--- src/rtl/sched_pkg.sv ---
package sched_pkg;
  typedef enum logic [1:0] {
    ST_IDLE  = 2'd0,
    ST_WAIT  = 2'd1,
    ST_ISSUE = 2'd2,
    ST_COOL  = 2'd3
  } sched_state_e;
endpackage

--- src/rtl/sched_lfsr.sv ---
// Galois LFSR, advances only when step is high.
module sched_lfsr #(
  parameter int            W     = 16,
  parameter logic [W-1:0]  TAPS  = 16'hB400,
  parameter logic [W-1:0]  SEED  = 16'hACE1
) (
  input  logic         clk,
  input  logic         rst_n,
  input  logic         step,
  output logic [W-1:0] value
);
  logic [W-1:0] state_q;

  always_ff @(posedge clk or negedge rst_n) begin
    if (!rst_n)    state_q <= SEED;
    else if (step) state_q <= (state_q >> 1) ^ (state_q[0] ? TAPS : '0);
  end

  assign value = state_q;
endmodule

--- src/rtl/sched_range_map.sv ---
// Folds a random word into [lo, hi]; returns lo when the range is empty or a single point.
module sched_range_map #(
  parameter int RW = 16,
  parameter int DW = 8
) (
  input  logic [RW-1:0] rnd,
  input  logic [DW-1:0] lo,
  input  logic [DW-1:0] hi,
  output logic [DW-1:0] delay
);
  localparam int SW = DW + 1;

  logic [SW-1:0] span;
  logic [RW-1:0] span_ext;
  logic [RW-1:0] offset;

  always_comb begin
    span     = {1'b0, hi} - {1'b0, lo} + SW'(1);
    span_ext = RW'(span);
    offset   = '0;
    delay    = lo;
    if (hi > lo) begin
      offset = rnd % span_ext;
      delay  = lo + offset[DW-1:0];
    end
  end
endmodule

--- src/rtl/sched_countdown.sv ---
// Loadable down-counter stepping on tick; zero flags the end of the wait.
module sched_countdown #(
  parameter int DW = 8
) (
  input  logic          clk,
  input  logic          rst_n,
  input  logic          load,
  input  logic [DW-1:0] load_val,
  input  logic          tick,
  output logic          zero
);
  logic [DW-1:0] cnt_q;

  always_ff @(posedge clk or negedge rst_n) begin
    if (!rst_n)                      cnt_q <= '0;
    else if (load)                   cnt_q <= load_val;
    else if (tick && cnt_q != '0)    cnt_q <= cnt_q - DW'(1);
  end

  assign zero = (cnt_q == '0);
endmodule

--- src/rtl/playback_scheduler.sv ---
module playback_scheduler
  import sched_pkg::*;
#(
  parameter int                DLY_W    = 8,
  parameter int                CLIP_W   = 6,
  parameter int                RND_W    = 16,
  parameter logic [RND_W-1:0]  RND_TAPS = 16'hB400,
  parameter logic [RND_W-1:0]  RND_SEED = 16'hACE1
) (
  input  logic              clk,
  input  logic              rst_n,
  input  logic              mode_random,
  input  logic [DLY_W-1:0]  wait_min,
  input  logic [DLY_W-1:0]  wait_max,
  input  logic [CLIP_W-1:0] clip_idx,
  input  logic              tick,
  input  logic              detect,
  input  logic              player_busy,
  input  logic              play_ready,
  output logic              play_valid,
  output logic [CLIP_W-1:0] play_clip,
  output logic              rec_strobe
);
  sched_state_e      state_q, state_d;
  logic              mode_q;
  logic              mode_chg;
  logic              draw;
  logic              fire_trig;
  logic              fire_rand;
  logic              handshake;
  logic              cnt_zero;
  logic              trig_src_q;
  logic [CLIP_W-1:0] clip_q;
  logic [RND_W-1:0]  rnd;
  logic [DLY_W-1:0]  delay;

  sched_lfsr #(.W(RND_W), .TAPS(RND_TAPS), .SEED(RND_SEED)) u_lfsr (
    .clk(clk), .rst_n(rst_n), .step(draw), .value(rnd)
  );

  sched_range_map #(.RW(RND_W), .DW(DLY_W)) u_map (
    .rnd(rnd), .lo(wait_min), .hi(wait_max), .delay(delay)
  );

  sched_countdown #(.DW(DLY_W)) u_cnt (
    .clk(clk), .rst_n(rst_n), .load(draw), .load_val(delay),
    .tick(tick), .zero(cnt_zero)
  );

  assign mode_chg  = (mode_random != mode_q);
  assign handshake = (state_q == ST_ISSUE) && play_ready;
  assign draw      = (state_q == ST_IDLE) && mode_random && !mode_chg;
  assign fire_trig = (state_q == ST_IDLE) && !mode_random && detect && !player_busy;
  assign fire_rand = (state_q == ST_WAIT) && !mode_chg && cnt_zero;

  always_comb begin
    state_d = state_q;
    unique case (state_q)
      ST_IDLE:  if (draw)           state_d = ST_WAIT;
                else if (fire_trig) state_d = ST_ISSUE;
      ST_WAIT:  if (mode_chg)       state_d = ST_IDLE;
                else if (cnt_zero)  state_d = ST_ISSUE;
      ST_ISSUE: if (play_ready)     state_d = ST_COOL;
      ST_COOL:  if (!player_busy)   state_d = ST_IDLE;
      default:                      state_d = ST_IDLE;
    endcase
  end

  always_ff @(posedge clk or negedge rst_n) begin
    if (!rst_n) begin
      state_q    <= ST_IDLE;
      mode_q     <= 1'b0;
      clip_q     <= '0;
      trig_src_q <= 1'b0;
      rec_strobe <= 1'b0;
    end else begin
      state_q    <= state_d;
      mode_q     <= mode_random;
      rec_strobe <= handshake && trig_src_q;
      if (fire_trig || fire_rand) begin
        clip_q     <= clip_idx;
        trig_src_q <= fire_trig;
      end
    end
  end

  assign play_valid = (state_q == ST_ISSUE);
  assign play_clip  = clip_q;
endmodule

--- config.mk ---
export PLATFORM = sky130hd
export DESIGN_NAME = playback_scheduler
export DESIGN_NICKNAME = d
export VERILOG_FILES = /design/src/rtl/sched_pkg.sv /design/src/rtl/sched_lfsr.sv /design/src/rtl/sched_range_map.sv /design/src/rtl/sched_countdown.sv /design/src/rtl/playback_scheduler.sv
export SDC_FILE = /design/constraint.sdc
export NUM_CORES = 1
export LEC_CHECK = 0
export ABC_CLOCK_PERIOD_IN_PS = 46200
export CORE_MARGIN = 2
export CORE_UTILIZATION = 55
export DETAILED_ROUTE_END_ITERATION = 6
export DONT_BUFFER_PORTS = 1
export GPL_TIMING_DRIVEN = 0
export HOLD_SLACK_MARGIN = 0.06
export PLACE_DENSITY = 0.7
export REMOVE_ABC_BUFFERS = 1
export SLEW_MARGIN = 20
export SYNTH_ARGS = -nofsm -noshare
export SYNTH_HDL_FRONTEND = slang
export SYNTH_HIERARCHICAL = 1
export SYNTH_SLANG_ARGS = --single-unit
--- constraint.sdc ---
create_clock -name clk -period 46.2 [get_ports clk]
set_input_delay 4.62 -clock clk [delete_from_list [all_inputs] [get_ports clk]]
set_output_delay 4.62 -clock clk [all_outputs]
set_load 0.03 [all_outputs]
==> results of run 1 <==
## logic make-up (layout without fill, tap and decap cells)
| kind of cell | Yosys count | count (layout) | share of synthesized area [%] |
|---|---|---|---|
| compound gates | 361 | 362 | 29.27 |
| xor+xnor | 52 | 52 | 5.317 |
| fa+ha+maj | 142 | 142 | 21.27 |
| buf+inv | 78 | 72 | 3.812 |
| flops | 35 | 35 | 10.34 |
| mux | 55 | 55 | 7.216 |
| simple gates | 388 | 388 | 22.77 |
## worst register-to-register path, delay by kind of cell, from the launching register on
family	cells	cell delay, ps
muxes	4	1280
adders and majority gates	17	5170
DFF	1	590
buffers and inverters	4	480
AOI/OAI and AO/OA	88	20020
xor gates and xnor gates	1	170
and+or+nand+nor	37	8640
## per-stage QoR
stage / instances / util, % / instance area (um^2) / setup WS [ps] / hold WS [ps]
floorplan: 1083 / - / 8427 / 5750 / 448.6
global placement: 1271 / 56.98 / 8662 / -625.5 / 476.8
detailed placement: 1272 / 57.21 / 8697 / -970.0 / 476.5
CTS: 1280 / 58.34 / 8869 / 59.23 / 492.2
global route: 1294 / 59.92 / 9109 / -86.42 / 501.5
finish: 1294 / 59.92 / 9109 / 3228 / 491.7
## final timing paths
path / startpoint / to / slack [ps] / cells past startpoint
setup / recovery: wait_min[2] / u_cnt/cnt_q[7] / 3230 / 163
hold / removal: trig_src_q / trig_src_q / 490 / 1
setup reg to reg: u_lfsr/value[15] / u_cnt/cnt_q[7] / 9750 / 151
hold reg to reg: trig_src_q / trig_src_q / 490 / 1
max in group asynchronous: rst_n / u_lfsr/value[13] / 41990 / 0
min in group asynchronous: rst_n / play_clip[5] / 4030 / 0
## layer usage
layer / up-vias / global-route usage [%]
met1: 3906 / 36.20
met3: 26 / 2.827
met5: - / 0
met2: 177 / 43.26
li1: 4223 / -
met4: 0 / 5.435
## sequential cells by signal, summed over array words and instances (netlist names)
signal        cells
mode_q            1
u_cnt/cnt_q       8
rec_strobe        1
trig_src_q        1
u_lfsr/value     16
play_clip         6
state_q           2
## cell usage in the layout, fill, tap and decap left out, drive strengths merged, types with 27 or more instances in the layout
master	instances
dfrtp	27
nor3	62
o21ai	69
ha	136
mux2	42
a21oi	73
xnor2	36
a21o	30
nor2	98
nand2	91
inv	47
o21a	43
## repair_timing
action / CTS / global route
resized for setup: 4 / 28
pin swaps: 0 / 3
setup buffers: 0 / 13
hold buffers: 0 / 0
setup endpoints to repair: 3 / 8
cloned: 0 / 1
## area by class of cell
type	count	area, um^2
repair buffers	14	137.6
well taps	188	235.2
clock inverters	1	7.507
inverters	50	205.2
multi-input cells	999	7485
fillers	1425	6093
clock buffers	7	152.6
flip-flops and latches	35	885.9
==> impl_metrics.tcl, run 1 <==
set metrics [dict create \
    status "completed" \
    yosysMostFrequentCell "ha_1" \
    area_growth_pct 6.340 \
    slowest_delay_ps 770 \
    synth.top_cell.area_share_pct 19.87 \
    path_max_fanout 17 \
    initial_core_util_pct 56.35 \
    hold_class "flip-flop to flip-flop" \
    grt_remaining_overflow 0 \
    grt_pass1_wl_mm 36.00 \
    max_freq_mhz 23.27 \
    cts_root_buf "clkbuf_16" \
    min_period_ps 42970 \
    io_buffers 0 \
    met3_length_um 825 \
    grt_max_degree 36 \
    cp_top_family "compound AO/OA/AOI/OAI gates" \
    clock_latency_ps 280 \
    drc 0 \
    report.final.slew_viol_count 0 \
    wirelength_met1_mm 10.41 \
    core_um2 15200 \
    crit_buf_inv 7 \
    cts_num_sinks 35 \
    die_area_um2 16590 \
    grt_usage_pct 25.90 \
    synth-edff-count 0 \
    synth.avg_cell_area_um2 7.710 \
    fin_nets 1276 \
    netlist_top_cells_area "ha_1, dfrtp_1, mux2_2, nor2_1, a21oi_1" \
    ys_types 98 \
    tightest_slew_ps 1034 \
    path_class "primary input to flip-flop" \
    ys_seq_elements 35 \
    post-dp-hpwl_mm 17.01 \
    grt_pass1_vias 7623 \
    synth_common_cells "ha_1, nor2_1, nand2_1, a21oi_1, nor3_1" \
    syn_inst 1111 \
    slew_headroom_pct 30.86 \
    wirelength_mm 21.85 \
    drtPass1Iterations 5 \
    drt_iter0_drc 537 \
    fin_tns_setup_ps 0 \
    cp_slowest_cell "or4_1" \
    cts_inserted_buffers 5 \
    die_height_um 128.8 \
    crit_required_ps 46370 \
    drive_above_1_share_pct 11.84 \
    num_vias 8332 \
    io_pins 37 \
    place_congestion 0.8847 \
    fin_skew_ps 3.265 \
    wl_per_cell_um 16.89 \
    htreeDepth 2 \
    clockBufferDepth 2 \
    rows 45 \
    start_kind "primary input" \
    end_kind "flip-flop" \
    drv_cap 0 \
    wl_met2_mm 10.25 \
    ys_warn_count 6 \
    vias_per_cell 6.439 \
    cp_data_arrival_time_ps 43140 \
    post-route-period-util_pct 93.01 \
    cts.reportedPaths.clkPinSlew_ps 60 \
    dr.max_layer_used "met4" \
    cts_tree "built" \
    antenna_cells 0 \
    antenna_found_initial 0 \
    cpMostUsedCell "o21a_1" \
    ys_async_sr_fraction_pct 100.0 \
    yosysSeqAreaShare_pct 10.34 \
    synth-main-ff-cell "dfrtp_1" \
    detail-route-antenna-nets 0 \
    setup_violations 0 \
    synth_area_leader_cell "ha_1" \
    synth_area_um2 8566 \
    die_width_um 128.8 \
    finalHoldViolations 0 \
]
Power of run 1 is not shown: default switching activity piles up to over one toggle a cycle in this logic, so the estimate is an artifact.
==> run 2, diff against run 1 <==
--- a/config.mk
+++ b/config.mk
@@ -13,8 +13,8 @@
 export GPL_TIMING_DRIVEN = 0
 export HOLD_SLACK_MARGIN = 0.06
 export PLACE_DENSITY = 0.7
+export RECOVER_POWER = 50
 export REMOVE_ABC_BUFFERS = 1
-export SLEW_MARGIN = 20
 export SYNTH_ARGS = -nofsm -noshare
 export SYNTH_HDL_FRONTEND = slang
 export SYNTH_HIERARCHICAL = 1
==> run 2 against run 1 <==
Compared with the run above:
- cell count is the same
- sequential share of layout area is essentially flat
- die area is the same
- critical path depth grew 2
- first-iteration DRC count shrank 1.7%
- non-clock buffer count grew 1
- wire length shrank 1.4%
- clock skew grew 1.6 ps
- highest routed layer unchanged
==> impl_metrics.tcl, run 2 (synthesis results as in run 1) <==
set metrics [dict create \
    fillCellCount 1417 \
    postCtsHoldBufs 0 \
    path_class "primary input to flip-flop" \
    htreeDepth 2 \
    path_max_fanout 17 \
    post-route-util_pct 59.67 \
    cp_data_arrival_time_ps 43200 \
    post-route-period-util_pct 93.16 \
    fin_tns_setup_ps 0 \
    clock_latency_ps 280 \
    grt_pass1_wl_mm 35.62 \
    fin_skew_ps 4.843 \
    place_congestion 0.8847 \
    report.final.slew_viol_count 0 \
    status "completed" \
    cpMostUsedCell "o21a_1" \
    antenna_found_initial 0 \
    finalHoldViolations 0 \
    cts.reportedPaths.clkPinSlew_ps 60 \
    crit_required_ps 46360 \
    pre_cts_slack_ps -851.2 \
    die_width_um 128.8 \
    die_area_um2 16590 \
    cts_root_buf "clkbuf_16" \
    wirelength_mm 21.54 \
    tightest_slew_ps 955.8 \
    drt_iter0_drc 528 \
    largest_reg_flops 16 \
    wl_per_cell_um 16.65 \
    antenna_cells 0 \
    detail-route-antenna-nets 0 \
    hold_class "flip-flop to flip-flop" \
    initial_core_util_pct 56.35 \
    max_freq_mhz 23.24 \
    cts_inserted_buffers 5 \
    drc 0 \
    slowest_delay_ps 770 \
    final_common_cell "ha_1" \
    vias_per_cell 6.369 \
    drtPass1Iterations 7 \
    grt_remaining_overflow 0 \
    fin_nets 1276 \
    grt_pass1_vias 7591 \
    clockBufferDepth 2 \
    io_buffers 0 \
    io_pins 37 \
    num_vias 8241 \
    area_growth_pct 5.901 \
    slew_headroom_pct 35.47 \
    cp_slowest_cell "or4_1" \
    start_kind "primary input" \
    setup_violations 0 \
    cts_tree "built" \
    setup_slack_ps 3162 \
    drive_above_1_share_pct 11.75 \
    die_height_um 128.8 \
    post-dp-hpwl_mm 16.88 \
    grt_max_degree 36 \
    rows 45 \
    core_um2 15200 \
    min_period_ps 43040 \
    cts_num_sinks 35 \
    final_cell_mix "ha_1, nor2_1, nand2_1" \
    end_kind "flip-flop" \
    drv_cap 0 \
    grt_usage_pct 25.64 \
]
## run 2: area by class of cell
class                      instances  area, um^2  share of cell area [%]
clock buffer                       7       152.6                   1.683
clock inverter                     1       7.507                 0.08276
inverter                          50       195.2                   2.152
multi-input combinational        998        7470                   82.34
sequential                        35       885.9                   9.766
tap                              188       235.2                   2.593
timing repair buffer              15       125.1                   1.379
## run 2: final timing paths
kind / end / startpoint / depth (start not counted) / slack, ps
worst max-delay path: u_cnt/cnt_q[7] / wait_min[1] / 165 / 3160
worst min-delay path: trig_src_q / trig_src_q / 1 / 490
worst max register to register: u_cnt/cnt_q[7] / u_lfsr/value[15] / 152 / 9550
worst min register to register: trig_src_q / trig_src_q / 1 / 490
max in group asynchronous: u_lfsr/value[0] / rst_n / 0 / 41990
min in group asynchronous: play_clip[5] / rst_n / 0 / 4030
## run 2: repair_timing
item / in CTS / in global routing
resized for setup: 4 / 27
buffers inserted: 0 / 15
endpoints found under the setup margin: 2 / 8
pin swaps: 0 / 3
## run 2: metal layers
metal / track usage [%] / vias to the layer above / wire [um]
met2: 43.14 / 153 / 10160
met4: 4.987 / 0 / 311
met3: 3.368 / 28 / 814
met1: 35.41 / 3847 / 10250
li1: - / 4213 / -
met5: 0 / - / 0
## run 2: worst max-delay path: cells and delay by family
kind	cells	cell delay, ps
compound gates	89	20170
mux	4	1250
buf+inv	8	1010
fa+ha+maj	19	6030
simple gates	44	9860
xor+xnor	1	180
## run 2: stage by stage
stage               cell area, um^2  hold slack, ps  std cells
global placement               8662           476.8       1271
CTS                            8841           488.0       1279
detailed placement             8670           468.6       1271
floorplan                      8427           448.6       1083
finish                         9071           489.8       1294
global route                   9071           527.5       1294
Power of run 2 is left out for the same reason.
